[config.mk]
export PLATFORM = sky130hd
export DESIGN_NAME = wdog_timer
export DESIGN_NICKNAME = d
export VERILOG_FILES = /design/src/rtl/wdog_pkg.sv /design/src/rtl/wdog_regs.sv /design/src/rtl/wdog_prescale.sv /design/src/rtl/wdog_count.sv /design/src/rtl/wdog_pulse.sv /design/src/rtl/wdog_timer.sv
export SDC_FILE = /design/constraint.sdc
export NUM_CORES = 1
export LEC_CHECK = 0
export ABC_AREA = 1
export BUFFER_PORTS_ARGS = -buffer_cell sky130_fd_sc_hd__buf_2
export CAP_MARGIN = 20
export CORE_MARGIN = 2
export CORE_UTILIZATION = 50
export CTS_CLUSTER_DIAMETER = 100
export DETAILED_ROUTE_END_ITERATION = 6
export PLACE_DENSITY = 0.7
export SKIP_LAST_GASP = 1
export SYNTH_ARGS = -nofsm -noshare
export SYNTH_HDL_FRONTEND = slang
export SYNTH_SLANG_ARGS = --single-unit
[constraint.sdc]
create_clock -name clk -period 2.7 [get_ports clk]
set_input_delay 0.405 -clock clk [delete_from_list [all_inputs] [get_ports clk]]
set_output_delay 0.405 -clock clk [all_outputs]
set_load 0.02 [all_outputs]
[src/rtl/wdog_pkg.sv]
// Package: shared widths and register bit positions for the watchdog.
// Assumes byte-wide registers and a 16-bit timeout value.
package wdog_pkg;
    localparam int REG_W = 8;
    localparam int VAL_W = 2 * REG_W;
    localparam int N_EVT = 4;
    localparam int N_RST = 2;
    localparam int IRQ_W = 4;

    // control register bit positions
    localparam int C_EN_IR    = 0;
    localparam int C_EN_MOUSE = 1;
    localparam int C_EN_KBD   = 2;
    localparam int C_EN_GAME  = 3;
    localparam int C_FORCE    = 4;
    localparam int C_ZERO     = 5;

    // configuration register bit positions
    localparam int G_UNIT_SEC = 0;
    localparam int G_RT_KBC   = 1;
    localparam int G_RT_PWR   = 2;
    localparam int G_IRQ_LO   = 4;

    // reset output indices
    localparam int RST_KBC = 0;
    localparam int RST_PWR = 1;

    typedef logic [REG_W-1:0] reg_t;
    typedef logic [VAL_W-1:0] val_t;
endpackage

[src/rtl/wdog_regs.sv]
// Register file: decodes writes, holds control/config/timeout bytes,
// produces load and force strobes and the read mux.
// Assumes one write per cycle; reads are combinational.
module wdog_regs
    import wdog_pkg::*;
#(
    parameter logic [7:0] ADDR_BASE = 8'h10
) (
    input  logic             clk,
    input  logic             rst_n,
    input  logic             wr_en,
    input  logic [7:0]       addr,
    input  reg_t             wdata,
    output reg_t             rdata,
    input  logic             expire_i,
    output logic [N_EVT-1:0] evt_en_o,
    output logic             unit_sec_o,
    output logic [N_RST-1:0] route_o,
    output logic [IRQ_W-1:0] irq_sel_o,
    output val_t             tv_o,
    output logic             load_o,
    output val_t             load_val_o,
    output logic             force_o,
    output logic             zero_o
);
    localparam logic [7:0] A_CTRL = ADDR_BASE;
    localparam logic [7:0] A_CFG  = ADDR_BASE + 8'd1;
    localparam logic [7:0] A_LO   = ADDR_BASE + 8'd2;
    localparam logic [7:0] A_HI   = ADDR_BASE + 8'd3;

    logic             hit_ctrl, hit_cfg, hit_lo, hit_hi;
    logic [N_EVT-1:0] evt_en_q;
    logic             unit_sec_q;
    logic [N_RST-1:0] route_q;
    logic [IRQ_W-1:0] irq_q;
    reg_t             lo_q, hi_q;
    logic             zero_q;

    // Address decode of the write strobe.
    always_comb begin
        hit_ctrl = wr_en && (addr == A_CTRL);
        hit_cfg  = wr_en && (addr == A_CFG);
        hit_lo   = wr_en && (addr == A_LO);
        hit_hi   = wr_en && (addr == A_HI);
    end

    // Register storage with synchronous reset.
    always_ff @(posedge clk) begin
        if (!rst_n) begin
            evt_en_q   <= '0;
            unit_sec_q <= 1'b0;
            route_q    <= '0;
            irq_q      <= '0;
            lo_q       <= '0;
            hi_q       <= '0;
        end else begin
            if (hit_ctrl) evt_en_q <= wdata[N_EVT-1:0];
            if (hit_cfg) begin
                unit_sec_q        <= wdata[G_UNIT_SEC];
                route_q[RST_KBC]  <= wdata[G_RT_KBC];
                route_q[RST_PWR]  <= wdata[G_RT_PWR];
                irq_q             <= wdata[G_IRQ_LO +: IRQ_W];
            end
            if (hit_lo) lo_q <= wdata;
            if (hit_hi) hi_q <= wdata;
        end
    end

    // Sticky expiry flag: set by expiry, cleared by writing one.
    always_ff @(posedge clk) begin
        if (!rst_n)                           zero_q <= 1'b0;
        else if (expire_i)                    zero_q <= 1'b1;
        else if (hit_ctrl && wdata[C_ZERO])   zero_q <= 1'b0;
    end

    // Strobes and the value merged with a write in flight.
    always_comb begin
        load_o     = hit_lo || hit_hi;
        load_val_o = {hit_hi ? wdata : hi_q, hit_lo ? wdata : lo_q};
        force_o    = hit_ctrl && wdata[C_FORCE];
    end

    // Read mux.
    always_comb begin
        rdata = '0;
        unique case (addr)
            A_CTRL: begin
                rdata[N_EVT-1:0] = evt_en_q;
                rdata[C_ZERO]    = zero_q;
            end
            A_CFG: begin
                rdata[G_UNIT_SEC]          = unit_sec_q;
                rdata[G_RT_KBC]            = route_q[RST_KBC];
                rdata[G_RT_PWR]            = route_q[RST_PWR];
                rdata[G_IRQ_LO +: IRQ_W]   = irq_q;
            end
            A_LO:    rdata = lo_q;
            A_HI:    rdata = hi_q;
            default: rdata = '0;
        endcase
    end

    assign evt_en_o   = evt_en_q;
    assign unit_sec_o = unit_sec_q;
    assign route_o    = route_q;
    assign irq_sel_o  = irq_q;
    assign tv_o       = {hi_q, lo_q};
    assign zero_o     = zero_q;
endmodule

[src/rtl/wdog_prescale.sv]
// Prescaler: passes the time-base pulse straight through in seconds
// mode, or emits one pulse per DIV input pulses in minutes mode.
// Assumes tick_i is a single-cycle pulse; clear_i restarts the phase.
module wdog_prescale #(
    parameter int DIV = 60
) (
    input  logic clk,
    input  logic rst_n,
    input  logic clear_i,
    input  logic tick_i,
    input  logic bypass_i,
    output logic unit_tick_o
);
    localparam int PW = $clog2(DIV);
    localparam logic [PW-1:0] LAST = PW'(DIV - 1);

    logic [PW-1:0] phase_q;

    // Unit pulse on the last phase, or on every pulse when bypassed.
    assign unit_tick_o = tick_i && (bypass_i || (phase_q == LAST));

    // Phase counter, cleared on reload.
    always_ff @(posedge clk) begin
        if (!rst_n || clear_i)       phase_q <= '0;
        else if (tick_i && !bypass_i) phase_q <= (phase_q == LAST) ? '0 : phase_q + 1'b1;
    end
endmodule

[src/rtl/wdog_count.sv]
// Down-counter: loads on a write or an activity reload, decrements per
// unit pulse and flags expiry on reaching zero or on a force.
// Priority: force, then reload, then decrement.
module wdog_count
    import wdog_pkg::*;
(
    input  logic clk,
    input  logic rst_n,
    input  logic load_i,
    input  val_t load_val_i,
    input  logic reload_i,
    input  val_t tv_i,
    input  logic force_i,
    input  logic unit_tick_i,
    output logic restart_o,
    output logic expire_o
);
    val_t cnt_q;
    logic run_q;
    val_t next_val;

    // Reload source selection and expiry decision.
    always_comb begin
        restart_o = load_i || reload_i;
        next_val  = load_i ? load_val_i : tv_i;
        expire_o  = force_i ||
                    (!restart_o && run_q && unit_tick_i && (cnt_q == val_t'(1)));
    end

    // Counter state.
    always_ff @(posedge clk) begin
        if (!rst_n) begin
            cnt_q <= '0;
            run_q <= 1'b0;
        end else if (force_i) begin
            cnt_q <= '0;
            run_q <= 1'b0;
        end else if (restart_o) begin
            cnt_q <= next_val;
            run_q <= (next_val != '0);
        end else if (run_q && unit_tick_i) begin
            cnt_q <= cnt_q - 1'b1;
            if (cnt_q == val_t'(1)) run_q <= 1'b0;
        end
    end
endmodule

[src/rtl/wdog_pulse.sv]
// Pulse stretcher: a start strobe drives the output high for LEN cycles,
// beginning the cycle after the strobe. A new start restarts the length.
module wdog_pulse #(
    parameter int LEN = 16
) (
    input  logic clk,
    input  logic rst_n,
    input  logic start_i,
    output logic out_o
);
    localparam int CW = $clog2(LEN + 1);

    logic [CW-1:0] rem_q;

    // Remaining-cycle counter.
    always_ff @(posedge clk) begin
        if (!rst_n)          rem_q <= '0;
        else if (start_i)    rem_q <= CW'(LEN);
        else if (rem_q != 0) rem_q <= rem_q - 1'b1;
    end

    assign out_o = (rem_q != '0);
endmodule

[src/rtl/wdog_timer.sv]
// Watchdog top: register file, prescaler, down-counter and one pulse
// stretcher per reset output. The time base comes from outside.
// Activity inputs are single-cycle pulses in the clk domain.
module wdog_timer
    import wdog_pkg::*;
#(
    parameter logic [7:0] ADDR_BASE = 8'h10,
    parameter int         PULSE_LEN = 16,
    parameter int         MIN_DIV   = 60
) (
    input  logic       clk,
    input  logic       rst_n,
    input  logic       reg_wr,
    input  logic [7:0] reg_addr,
    input  logic [7:0] reg_wdata,
    output logic [7:0] reg_rdata,
    input  logic       sec_tick,
    input  logic       evt_ir,
    input  logic       evt_mouse,
    input  logic       evt_kbd,
    input  logic       evt_game_rd,
    output logic       kbc_rst,
    output logic       pwrgd_drop,
    output logic [3:0] irq_line_sel,
    output logic       expired
);
    logic [N_EVT-1:0] evt_en_w, evt_in_w;
    logic             unit_sec_w;
    logic [N_RST-1:0] route_w, rst_out_w;
    val_t             tv_w, load_val_w;
    logic             load_w, force_w, zero_w;
    logic             restart_w, expire_w, unit_tick_w, reload_w;

    wdog_regs #(.ADDR_BASE(ADDR_BASE)) u_regs (
        .clk(clk), .rst_n(rst_n), .wr_en(reg_wr), .addr(reg_addr),
        .wdata(reg_wdata), .rdata(reg_rdata), .expire_i(expire_w),
        .evt_en_o(evt_en_w), .unit_sec_o(unit_sec_w), .route_o(route_w),
        .irq_sel_o(irq_line_sel), .tv_o(tv_w), .load_o(load_w),
        .load_val_o(load_val_w), .force_o(force_w), .zero_o(zero_w)
    );

    // Gather activity inputs in control-bit order and apply enables.
    always_comb begin
        evt_in_w[C_EN_IR]    = evt_ir;
        evt_in_w[C_EN_MOUSE] = evt_mouse;
        evt_in_w[C_EN_KBD]   = evt_kbd;
        evt_in_w[C_EN_GAME]  = evt_game_rd;
        reload_w             = |(evt_in_w & evt_en_w);
    end

    wdog_prescale #(.DIV(MIN_DIV)) u_pre (
        .clk(clk), .rst_n(rst_n), .clear_i(restart_w), .tick_i(sec_tick),
        .bypass_i(unit_sec_w), .unit_tick_o(unit_tick_w)
    );

    wdog_count u_cnt (
        .clk(clk), .rst_n(rst_n), .load_i(load_w), .load_val_i(load_val_w),
        .reload_i(reload_w), .tv_i(tv_w), .force_i(force_w),
        .unit_tick_i(unit_tick_w), .restart_o(restart_w), .expire_o(expire_w)
    );

    // One stretcher per routed reset output.
    for (genvar i = 0; i < N_RST; i++) begin : g_rst
        wdog_pulse #(.LEN(PULSE_LEN)) u_pulse (
            .clk(clk), .rst_n(rst_n), .start_i(expire_w && route_w[i]),
            .out_o(rst_out_w[i])
        );
    end

    assign kbc_rst    = rst_out_w[RST_KBC];
    assign pwrgd_drop = rst_out_w[RST_PWR];
    assign expired    = zero_w;
endmodule

# Word level (Yosys, flattened, before mapping)
# Index checks and enable logic that the tools add are counted.
[op_classes]
n_reduce_logical = 35
n_eq_ne = 6
n_mux = 20
shift = 0
add_sub_neg = 4
n_bitwise = 2
multipliers = 0
magnitude_cmp = 0
n_div = 0
[op_table]
columns = ["op", "n"]
rows = [
  ["2-to-1 mux 16 bit", 3],
  ["== test 8 x 5 -> 1 bit (second input constant)", 4],
  ["2-to-1 mux 5 bit", 4],
  ["== test 16 x 1 -> 1 bit (second input constant)", 1],
  ["2-to-1 mux 8 bit", 2],
  ["nonzero test 16 bit", 1],
  ["subtractor 16 x 1 -> 16 bit (second input constant)", 1],
  ["logical AND 1 bit", 14],
  ["one-hot mux 3 bit (4 select lines)", 1],
  ["nonzero test 2 bit", 5],
  ["nonzero test 5 bit", 2],
  ["subtractor 5 x 1 -> 5 bit (second input constant)", 2],
  ["adder 6 x 1 -> 6 bit (second input constant)", 1],
  ["== test 6 bit (second input constant)", 1],
  ["2-to-1 mux 6 bit", 1],
  ["one-hot mux 1 bit (3 select lines)", 2],
  ["one-hot mux 2 bit (3 select lines)", 1],
  ["OR reduction 2 bit", 3],
  ["logical OR 1 bit", 5],
  ["2-to-1 mux 1 bit", 5],
  ["bitwise AND 4 bit", 1],
  ["one-hot mux 1 bit (4 select lines)", 1],
  ["OR reduction 4 bit", 1],
  ["zero test 1 bit", 3],
  ["2 further kinds", 2],
]
[totals]
latchBits = 0
output_inout_bits = 15
word_cells = 81
inputBits = 24
rom_bits = 0
memories = 0
mem_bits_rw = 0
register_bits = 61

# Logic depth before layout (Yosys ltp)
[logic_depth]
depth_word = 11
ltp_mapped = 12
depth_no_buf = 11

# Hierarchy
# From an unflattened synthesis, not the netlist that was laid out.
[unflattened]
cells_unflattened = 621
hier_area_um2 = 4027.6
[by_module_without_submodules]
columns = ["mod", "n_inst", "area_per_inst_um2", "cells_per_inst", "seq_area_each_um2"]
rows = [
  ["wdog_regs", 1, 1661.6, 244, 560.5],
  ["wdog_count", 1, 1482.7, 249, 340.3],
  ["wdog_pulse", 2, 247.7, 34, 100.1],
  ["wdog_prescale", 1, 339.1, 47, 120.1],
  ["wdog_timer", 1, 48.8, 13, 0.0],
]

# Least setup slack after synthesis
# Ideal clock, no wire load.
[synth_path]
path_type = "in2out"
startpoint = "input port reg_addr[7]"
endpoint = "output port reg_rdata[2]"
cell_stages = 6
t_required_ps = 2295
arrival_ps = 1663
n_path_buf = 0
setup_slack_ps = 632
cell_sequence = "nor2_1 -> nand2_2 -> or2_4 -> nor3_4 -> inv_1 -> o21ai_0"
[synth_between]
elab_chain_len = 2
elab_cells_between_ends = 5
classes_between = "4 x eq/ne; 1 x mux"
[synth_lines]
columns = ["element", "line", "rtl"]
rows = [
  ["start, declared", "wdog_timer.sv:14", "input logic [7:0] reg_addr,"],
  ["== test 8 x 5 -> 1 bit", "wdog_regs.sv:86", "unique case (addr)"],
  ["one-hot mux 3 bit (4 select lines) *", "wdog_regs.sv:86", ""],
  ["end, declared", "wdog_timer.sv:16", "output logic [7:0] reg_rdata,"],
]
# Mark *: on every way between the ends. The rest lies on a longest branch, timed or not.

# Final worst setup path
[layout_path]
startpoint = "input port reg_addr[7]"
endpoint = "output port reg_rdata[7]"
[layout_between]
elab_chain_len = 2
elab_cells_between_ends = 4
classes_between = "3 x eq/ne; 1 x mux"
[layout_lines]
columns = ["element", "line"]
rows = [
  ["== test 8 x 5 -> 1 bit", "wdog_regs.sv:86"],
  ["one-hot mux 2 bit (3 select lines) *", "wdog_regs.sv:86"],
]
# Marks and branches as above.

==> impl_metrics.json <==
{
  "route.detailed.drc": 0,
  "overflow": 0,
  "drive_gt1_share_pct": 14.63,
  "gr-usage-all-layers_pct": 23.92,
  "n_antenna_cell": 0,
  "grt_max_degree": 25,
  "crit_path_frequent_cell": "buf_2",
  "rsz0062_at_grt": "no",
  "setup_tns_ps": 0,
  "synth_area_leader_cell": "dfxtp_1",
  "start_util_pct": 52.00,
  "use_met2_pct": 40.67,
  "path_max_fanout": 9,
  "final_max_slew_viol_count": 0,
  "use_met3_pct": 3.638,
  "final_common_cell": "nand2_1",
  "holdWs_ps": 345.9,
  "cts_root_buf": "clkbuf_8",
  "fin_ws_ps": 453.6,
  "grt_pass1_vias": 3187,
  "run_status": "completed",
  "async_reset_ff_share_pct": 0,
  "hold_class": "input pin to register",
  "fin_crit_sh_pct": 83.20,
  "vdd_ir_drop_max_uv": 296.0,
  "fmax_mhz": 445.2,
  "grt_pass1_wl_um": 14340,
  "clkTransAtPathRegs_ps": 80,
  "die_w_um": 88.29,
  "nNetsFinal": 601,
  "post-dp-hpwl_um": 6375,
  "synth_area_per_cell_um2": 6.677,
  "cpLargestDelayFamily": "simple AND/OR/NAND/NOR gates",
  "wl_per_cell_um": 12.59,
  "busiest_layer": "met2",
  "viasPerCell": 5.124,
  "gp_congestion": 0.8358,
  "clock_sinks": 61,
  "period_minus_slack_ps": 2246,
  "tritoncts": "yes",
  "synth_seq_cells": 61,
  "drt_iter0_drc": 299,
  "maxSlewHeadroom_pct": 47.95,
  "cp.required_ps": 2300,
  "pin_count": 39,
  "synth_area_leaders": "dfxtp_1 (34%), nand2_1 (13%), inv_1 (9.1%)",
  "cp_slowest_stage_delay_ps": 300,
  "drt_wl_total_um": 8434,
  "synthCells": 532,
  "cts_resized": 0,
  "use_met1_pct": 30.60,
  "htreeDepth": 3,
  "path_class": "input pin to output port",
  "ys_types": 41,
  "die_area_um2": 7794,
  "finClkSkew_ps": 12.88,
  "areaGrowthSynthToFinish_pct": 11.38,
  "cts_hold_buf": 0,
  "finalSetupViolCount": 0,
  "max_slew.worst_pin.slew_ps": 780.0,
  "layout_common_cells": "nand2_1 (121), inv_1 (86), nor2_1 (72), dfxtp_1 (61), buf_2 (38)",
  "cts_made_buffers": 9,
  "dp_slack_ps": 460.8,
  "cpMaxStageDelayCell": "nor3_4",
  "synthesis.area_um2": 3552,
  "hold_viol": 0,
  "clk_latency_ps": 340,
  "ant_nets": 0,
  "synth_edf_count": 0,
  "power_leakage_nw": 1.962,
  "firstDrtPassIters": 5,
  "rows": 30,
  "path_cells": "buf_2, nor2_1, nand2_2, or2_4, nor3_4, inv_1, o211ai_1, buf_2",
  "synth-main-ff-cell": "dfxtp_1",
  "core-area_um2": 6832,
  "maxCapViolCount": 0,
  "num_vias": 3433,
  "end_kind": "output port",
  "yosysSeqAreaShare_pct": 34.38,
  "crit_path_start_kind": "input pin",
  "cts_setup_buffers": 0,
  "worst-path-buf-inv": 3,
  "crit_arrival_ps": 1840,
  "antenna_found_initial": 0,
  "die_h_um": 88.29,
  "io_buffers": 38,
  "yosysTopAreaCellShare_pct": 34.38,
  "power.density_nw_per_um2": 582.1,
  "cts_buffer_depth": 2,
  "synth_nets": 563,
  "yosysWarnings": 0
}
## metrics by stage
stage	area, um^2	instances	utilization (%)	total power [mW]
after global routing	3956	670	57.91	2.463
after floorplan	3552	532	-	1.490
after global placement	3790	655	55.48	1.599
final	3956	670	57.91	2.303
after CTS	3956	670	57.91	2.321
after detailed placement	3790	655	55.48	1.620
## cells by family (layout without fill, tap and decap cells)
| kind of cell | after synthesis | count (layout) | synth area share, % |
|---|---|---|---|
| and+or+nand+nor | 271 | 271 | 35.96 |
| buffers and inverters | 100 | 142 | 11.55 |
| AOI/OAI and AO/OA | 83 | 83 | 13.10 |
| DFF | 61 | 61 | 34.38 |
| xor gates and xnor gates | 8 | 8 | 1.973 |
| adders and majority gates | 7 | 7 | 2.466 |
| muxes | 2 | 2 | 0.5636 |
## worst paths after layout
check | cells after the start | from | slack, ps | end
worst max-delay path | 8 | reg_addr[7] | 450 | reg_rdata[7]
worst max register to register | 10 | u_pre.phase_q[1] | 870 | g_rst[1].u_pulse.rem_q[2]
worst min register to register | 2 | u_regs.irq_sel_o[1] | 470 | u_regs.irq_sel_o[1]
worst min-delay path | 3 | reg_wdata[3] | 350 | u_regs.evt_en_o[3]
## cell type report
class                      count  area [um^2]
timing repair buffer          39        197.7
sequential                    61         1221
fill                         661         2875
tap                           96        120.1
clock buffer                  11        141.4
inverter                      88        330.3
clock inverter                 4        25.02
multi-input combinational    371         1921
## state kept, by name, summed over array words and instances (netlist names), 2 cells and up
register and count:
u_regs.lo_q 8, u_regs.evt_en_o 4, g_rst.u_pulse.rem_q 10, u_regs.hi_q 8, u_regs.irq_sel_o 4, u_cnt.cnt_q 16, u_regs.route_o 2, u_pre.phase_q 6
## per-layer routing
layer | wire [um] | share of wire (%)
met5 | 0 | 0
met4 | 153 | 1.8
met3 | 347 | 4.1
met2 | 4047 | 48
met1 | 3885 | 46
## cell usage after synthesis, types with 3 or more instances
library cell	count
nand2_1	121
inv_1	86
nor2_1	72
dfxtp_1	61
nand3_1	36
a21oi_1	31
o21ai_0	28
o21ai_1	8
ha_1	7
nand2_2	7
nor3_1	7
nand4_1	5
xor2_1	5
buf_6	4
clkbuf_1	4
nand3_4	4
buf_2	3
nor2_2	3
nor2_4	3
o211ai_1	3
o221ai_1	3
xnor2_1	3
## worst register-to-register path, delay by kind of cell, from the launching register on
kind | cells | cell delay, ps
flops | 1 | 360
simple gates | 9 | 1170
fa+ha+maj | 1 | 190
## report_power, final
group          switching [mW]  internal (mW)  total, mW
Combinational           0.343          0.230      0.573
Clock                   0.358          0.350      0.707
Sequential             0.0504          0.973       1.02
Total                   0.751           1.55       2.30
Note: power is estimated with default switching activity, not from simulation.
